<file path="src/rtl/ea_gen.sv">
module ea_gen #(
  parameter int AW = 32,
  parameter int DW = 16,
  parameter int IW = 16
) (
  input  logic          clk,
  input  logic          rst_n,
  input  logic          start,
  input  logic [3:0]    mode,
  input  logic [1:0]    opsize,
  input  logic [1:0]    scale,
  input  logic          idx_short,
  input  logic [AW-1:0] base_reg,
  input  logic [AW-1:0] index_reg,
  input  logic [AW-1:0] pc,
  input  logic [DW-1:0] disp,
  input  logic [DW-1:0] outer_disp,
  output logic          req_valid,
  output logic [AW-1:0] req_addr,
  input  logic          req_ready,
  input  logic          rsp_valid,
  input  logic [AW-1:0] rsp_data,
  output logic          rsp_ready,
  output logic          busy,
  output logic          done,
  output logic [AW-1:0] ea,
  output logic          wb_en,
  output logic [AW-1:0] wb_data
);

  typedef enum logic [1:0] {S_IDLE, S_REQ, S_RSP} state_t;
  state_t state;

  logic [AW-1:0] disp_x, odisp_x, idx_raw, idx_x, step, addend;
  logic [AW-1:0] ea_n, wb_n, ptr_n, add_n;
  logic          wbe_n, ind_n, accept;

  assign disp_x  = {{(AW-DW){disp[DW-1]}}, disp};
  assign odisp_x = {{(AW-DW){outer_disp[DW-1]}}, outer_disp};
  assign idx_raw = idx_short ? {{(AW-IW){index_reg[IW-1]}}, index_reg[IW-1:0]} : index_reg;
  assign idx_x   = idx_raw << scale;
  assign step    = {{(AW-1){1'b0}}, 1'b1} << opsize;
  assign accept  = start && (state == S_IDLE);

  always_comb begin
    ea_n  = base_reg;
    wb_n  = base_reg;
    wbe_n = 1'b0;
    ind_n = 1'b0;
    ptr_n = base_reg + disp_x;
    add_n = odisp_x;
    case (mode)
      4'd1: begin wb_n = base_reg + step; wbe_n = 1'b1; end
      4'd2: begin ea_n = base_reg - step; wb_n = ea_n; wbe_n = 1'b1; end
      4'd3: begin ea_n = base_reg + step; wb_n = ea_n; wbe_n = 1'b1; end
      4'd4: begin wb_n = base_reg - step; wbe_n = 1'b1; end
      4'd5: ea_n = base_reg + disp_x;
      4'd6: ea_n = base_reg + idx_x + disp_x;
      4'd7: ea_n = disp_x;
      4'd8: ea_n = pc + disp_x;
      4'd9: ea_n = pc + idx_x + disp_x;
      4'd10: begin ind_n = 1'b1; ptr_n = base_reg + disp_x + idx_x; end
      4'd11: begin ind_n = 1'b1; add_n = idx_x + odisp_x; end
      default: ;
    endcase
  end

  always_ff @(posedge clk or negedge rst_n) begin
    if (!rst_n) begin
      state    <= S_IDLE;
      done     <= 1'b0;
      wb_en    <= 1'b0;
      ea       <= '0;
      wb_data  <= '0;
      req_addr <= '0;
      addend   <= '0;
    end else begin
      done  <= 1'b0;
      wb_en <= 1'b0;
      case (state)
        S_IDLE: if (accept) begin
          if (ind_n) begin
            req_addr <= ptr_n;
            addend   <= add_n;
            state    <= S_REQ;
          end else begin
            ea      <= ea_n;
            wb_data <= wb_n;
            wb_en   <= wbe_n;
            done    <= 1'b1;
          end
        end
        S_REQ: if (req_ready) state <= S_RSP;
        S_RSP: if (rsp_valid) begin
          ea    <= rsp_data + addend;
          done  <= 1'b1;
          state <= S_IDLE;
        end
        default: state <= S_IDLE;
      endcase
    end
  end

  assign req_valid = (state == S_REQ);
  assign rsp_ready = (state == S_RSP);
  assign busy      = (state != S_IDLE);


  simple_done_chk: assert property (@(posedge clk) disable iff (!rst_n)
    start && !busy && mode != 4'd10 && mode != 4'd11 |=> done && !busy);


  req_hold_chk: assert property (@(posedge clk) disable iff (!rst_n)
    req_valid && !req_ready |=> req_valid && $stable(req_addr));


  rsp_phase_chk: assert property (@(posedge clk) disable iff (!rst_n)
    rsp_ready |-> busy && !req_valid);


  wb_gate_chk: assert property (@(posedge clk) disable iff (!rst_n)
    wb_en |-> done);


  post_inc_chk: assert property (@(posedge clk) disable iff (!rst_n)
    start && !busy && mode == 4'd1 |=> wb_en && ea == $past(base_reg)
      && wb_data == $past(base_reg) + ({{(AW-1){1'b0}}, 1'b1} << $past(opsize)));


  busy_ignore_chk: assert property (@(posedge clk) disable iff (!rst_n)
    req_valid |=> !done);

endmodule

</file>
<file path="config.mk">
export PLATFORM = sky130hd
export DESIGN_NAME = ea_gen
export DESIGN_NICKNAME = d
export VERILOG_FILES = /design/src/rtl/ea_gen.sv
export SDC_FILE = /design/constraint.sdc
export NUM_CORES = 1
export LEC_CHECK = 0
export ABC_CLOCK_PERIOD_IN_PS = 8480
export BUFFER_PORTS_ARGS = -buffer_cell sky130_fd_sc_hd__buf_2
export CORE_MARGIN = 5
export CORE_UTILIZATION = 29
export CTS_CLUSTER_DIAMETER = 150
export CTS_CLUSTER_SIZE = 28
export DETAILED_ROUTE_END_ITERATION = 10
export PLACE_DENSITY = 0.44
export SYNTH_ARGS = -nofsm -noshare
export SYNTH_HDL_FRONTEND = slang
export SYNTH_SLANG_ARGS = --single-unit
</file>
<file path="constraint.sdc">
create_clock -name clk -period 8.48 [get_ports clk]
set_clock_uncertainty 0.15 [all_clocks]
set_input_delay 0 -clock clk [delete_from_list [all_inputs] [get_ports clk]]
set_output_delay 0 -clock clk [all_outputs]
set_load 0.005 [all_outputs]
</file>
==> metrics.md <==
| Metric | Value |
|---|---|
| Status | `finished clean` |
| Final non-filler cell area | `25700 um^2` |
| Worst-path fanout max | `34` |
| Transition time at the pin with the least slew margin | `1340 ps` |
| Number of global-route vias before repair | `23600` |
| Setup TNS Final | `0 ps` |
| CTS tree | `done` |
| Number of filler instances in the final layout | `around 7900` |
| Met1 usage | `36.8%` |
| Hold Slack | `~44 ps` |
| Final worst path period share | `69.9%` |
| Buffers from clock root to sink, at most | `2` |
| Cell area power density | `189 nW/um^2` |
| Synthesis warning total | `0` |
| Mean instance size in the synthesized netlist | `7.79 um^2` |
| Startpoint class of the critical path | `input port` |
| Fin. Hold Viols | `0` |
| Total I/O pin count | `275` |
| Number of detailed-route iterations in the first pass | `6` |
| Clock latency on the worst-skew pair | `490 ps` |
| FP Rows | `100` |
| Routability-driven placement congestion ratio | `~0.96` |
| Number of synthesized register bits | `132` |
| Total half-perimeter wirelength after legalization and detailed placement | `88400 um` |
| Sequential fraction of the synthesis area | `15.1%` |
| Global-route wire length before repair | `roughly 160000 um` |
| Routed Wire Length | `108000 um` |
| CTS buffer count | `17` |
| Hold buffer count at CTS | `78` |
| Total vias in the final route | `23900` |
| Global-route layer with the greatest usage | `met2` |
| Setup repair after global routing missed its margin | `false` |
| Starting utilization of the core area | `29.3%` |
| Count of max-cap constraint violations | `0` |
| Core Footprint | `74600 um^2` |
| Met2 track utilization from global routing | `40.7%` |
| H-tree lvl count | `4` |
| Layout net count | `3546` |
| Antenna violations before repair | `3` |
| Syn nets | `3276` |
| Number of sinks handled by clock tree synthesis | `132` |
| DIE WIDTH | `285 um` |
| F_max | `169 MHz` |
| Ys async rst share | `100%` |
| Number of resized instances in the post-cts repair step | `0` |
| Total grt overflow | `0` |
| Number of nets still failing antenna checks after routing | `0` |
| Worst hold path type | `input port to register` |
| Total global-route track usage | `25.7%` |
| Type of the worst setup path | `input port to register` |
| Starting DRT DRC Count | `2567` |
| Gate Count Post-Synth | `2806` |
| Most used flip-flop cell after synthesis | `sky130_fd_sc_hd__dfrtp_1` |
| Global routing met3 resource utilization | `just under 4%` |
| Max Slew Vio Count | `0` |
| EDFF count, synth | `0` |
| Number of setup violations in the final report | `0` |
| Clock transition at path regs | `80 ps` |
| Leak pwr | `11.2 nW` |
| Average wire length per cell after detail routing | `26.6 um` |
| Total DRC errors in the routed layout | `0` |
| Buffers inserted by post-CTS timing repair | `0` |
| Layout Area Growth over Synthesis | `17.4%` |
| Largest net degree at the start of global routing | `63` |
| Maximum ir drop on the vdd rail | `0.000126 V` |
| Port buffer count | `274` |
| Post-synth cell types | `between 80 and 90` |
| Arrival time at the worst endpoint | `6160 ps` |
| Die Area | `81000 um^2` |
| Master cell of the clock root buffer | `sky130_fd_sc_hd__clkbuf_16` |
| Share of cells above drive strength 1 | `13.4%` |
| Post-synthesis cell area | `21900 um^2` |
| Vert. Die Dim | `about 280 um` |
| Crit. End Element | `register` |
| Clock period minus final worst setup slack | `between 5000 and 6000 ps` |
| Placed inst area | `24300 um^2` |
| Headroom to the max-slew limit | `10.0%` |
| Data required time at the worst endpoint | `8710 ps` |
| Average vias per placed instance | `5.88` |
## registers in the layout, indices dropped and copies added, names as in the netlist
name,cells
addend,32
ea,32
wb_data,32
done,1
req_addr,32
state,2
wb_en,1
## area by class of cell
cell class	instances	area, um^2	area share, %
timing repair buffer	395	2490	9.72
sequential	132	3300	12.9
antenna	4	10.0	0.0390
tap	969	1210	4.73
inverter	78	293	1.14
multi-input combinational	2452	17800	69.2
clock buffer	18	439	1.71
clock inverter	12	156	0.610
## path summary, 6_finish.rpt
kind	from	to	slack, ps	cells after the start
hold / removal	base_reg[18]	wb_data[18]	40	5
max in group asynchronous	rst_n	addend[26]	6850	4
setup / recovery	scale[1]	ea[24]	2550	15
min in group asynchronous	rst_n	req_addr[1]	470	4
setup reg to reg	addend[0]	ea[31]	3860	14
hold reg to reg	wb_data[13]	wb_data[13]	320	2
## cells in the final DEF, fill, tap and decap left out, types with 45 or more instances in the layout
cell type                         n
sky130_fd_sc_hd__o21a_1          46
sky130_fd_sc_hd__buf_2          272
sky130_fd_sc_hd__inv_1           78
sky130_fd_sc_hd__dfrtp_1        132
sky130_fd_sc_hd__nor2_1         187
sky130_fd_sc_hd__a21o_1         124
sky130_fd_sc_hd__nand3_1         58
sky130_fd_sc_hd__xor2_1         109
sky130_fd_sc_hd__nor3_1          48
sky130_fd_sc_hd__fa_1            68
sky130_fd_sc_hd__nand4_1         45
sky130_fd_sc_hd__a21oi_1        275
sky130_fd_sc_hd__o21ai_0        265
sky130_fd_sc_hd__nand2_1        234
sky130_fd_sc_hd__xnor2_1        128
sky130_fd_sc_hd__dlygate4sd3_1   77
sky130_fd_sc_hd__a31oi_1         48
sky130_fd_sc_hd__ha_1           228
## critical path, stage by stage
cell	delay [ps]
sky130_fd_sc_hd__buf_2	590
sky130_fd_sc_hd__inv_1	480
sky130_fd_sc_hd__a21oi_1	660
sky130_fd_sc_hd__fa_1	530
sky130_fd_sc_hd__ha_1	340
sky130_fd_sc_hd__a21oi_1	140
sky130_fd_sc_hd__o21a_1	230
sky130_fd_sc_hd__or3b_2	530
sky130_fd_sc_hd__a41oi_1	570
sky130_fd_sc_hd__nand2_1	110
sky130_fd_sc_hd__a21oi_1	250
sky130_fd_sc_hd__o211ai_1	160
sky130_fd_sc_hd__a221oi_1	760
sky130_fd_sc_hd__o21ai_0	200
sky130_fd_sc_hd__dlygate4sd3_1	600
## synthesized netlist by cell type (all sizes together), types with 6 or more instances
cell type / count / area share, %
o211ai: 39 / 1.3
or2: 7 / 0.20
nand2b: 30 / 0.86
a31oi: 48 / 1.4
ha: 228 / 13
mux2: 21 / 1.1
a221oi: 35 / 1.4
and3: 29 / 0.83
clkbuf: 131 / 2.2
o31ai: 13 / 0.45
o21ai: 267 / 6.1
nor3b: 8 / 0.27
a211o: 11 / 0.44
nor4: 11 / 0.38
xnor2: 128 / 5.1
dfrtp: 132 / 15
a221o: 18 / 0.82
nor3: 52 / 1.2
o21a: 46 / 1.6
mux4: 8 / 0.82
a21o: 124 / 4.3
a31o: 7 / 0.28
inv: 78 / 1.3
nor2b: 35 / 1.0
a21boi: 6 / 0.21
buf: 13 / 0.27
nor2: 190 / 3.3
or4: 6 / 0.22
o21bai: 26 / 0.89
or3: 25 / 0.74
nand2: 234 / 4.0
fa: 68 / 6.2
o22ai: 37 / 1.1
and2: 16 / 0.46
a21oi: 276 / 6.3
o221ai: 19 / 0.76
a211oi: 28 / 0.96
a22oi: 29 / 1.0
mux2i: 25 / 1.1
xor2: 109 / 4.4
nand3: 59 / 1.4
nand4: 45 / 1.3
o2111ai: 7 / 0.28
## routing by layer
layer | part of all wire, % | wire (um)
met1 | 47 | 51000
met2 | 44 | 47900
met3 | 6.4 | 6940
met4 | 1.9 | 2090
met5 | 0.012 | 13
## power by group
| group | switching (mW) | total, mW | leakage, nW | internal [mW] |
|---|---|---|---|---|
| clock network | 0.374 | 0.842 | 0.281 | 0.468 |
| logic | 1.87 | 3.08 | 9.31 | 1.21 |
| registers | 0.124 | 0.916 | 1.59 | 0.793 |
## per-stage QoR
stage | worst slack (ps) | cells | power (mW) | utilization, %
after floorplan | 3840 | 2806 | 2.87 | -
after global placement | 2530 | 3948 | 3.92 | 32.5
after detailed placement | 2530 | 3948 | 3.91 | 32.5
after CTS | 2720 | 4056 | 4.83 | 34.4
after global routing | 2250 | 4056 | 5.19 | 34.4
final | 2550 | 4060 | 4.84 | 34.4
## cells by family (layout without fill, tap and decap cells)
logic type / count (synthesis) / in the layout / synth area share [%]
other: 0 / 4 / 0
DFF: 132 / 132 / 15.1
xor gates and xnor gates: 237 / 237 / 9.50
AOI/OAI and AO/OA: 1100 / 1100 / 32.3
buffers and inverters: 222 / 503 / 3.86
adders and majority gates: 297 / 297 / 19.3
muxes: 54 / 54 / 3.05
and+or+nand+nor: 764 / 764 / 16.9
No activity file was read; power rests on OpenSTA's default activity.
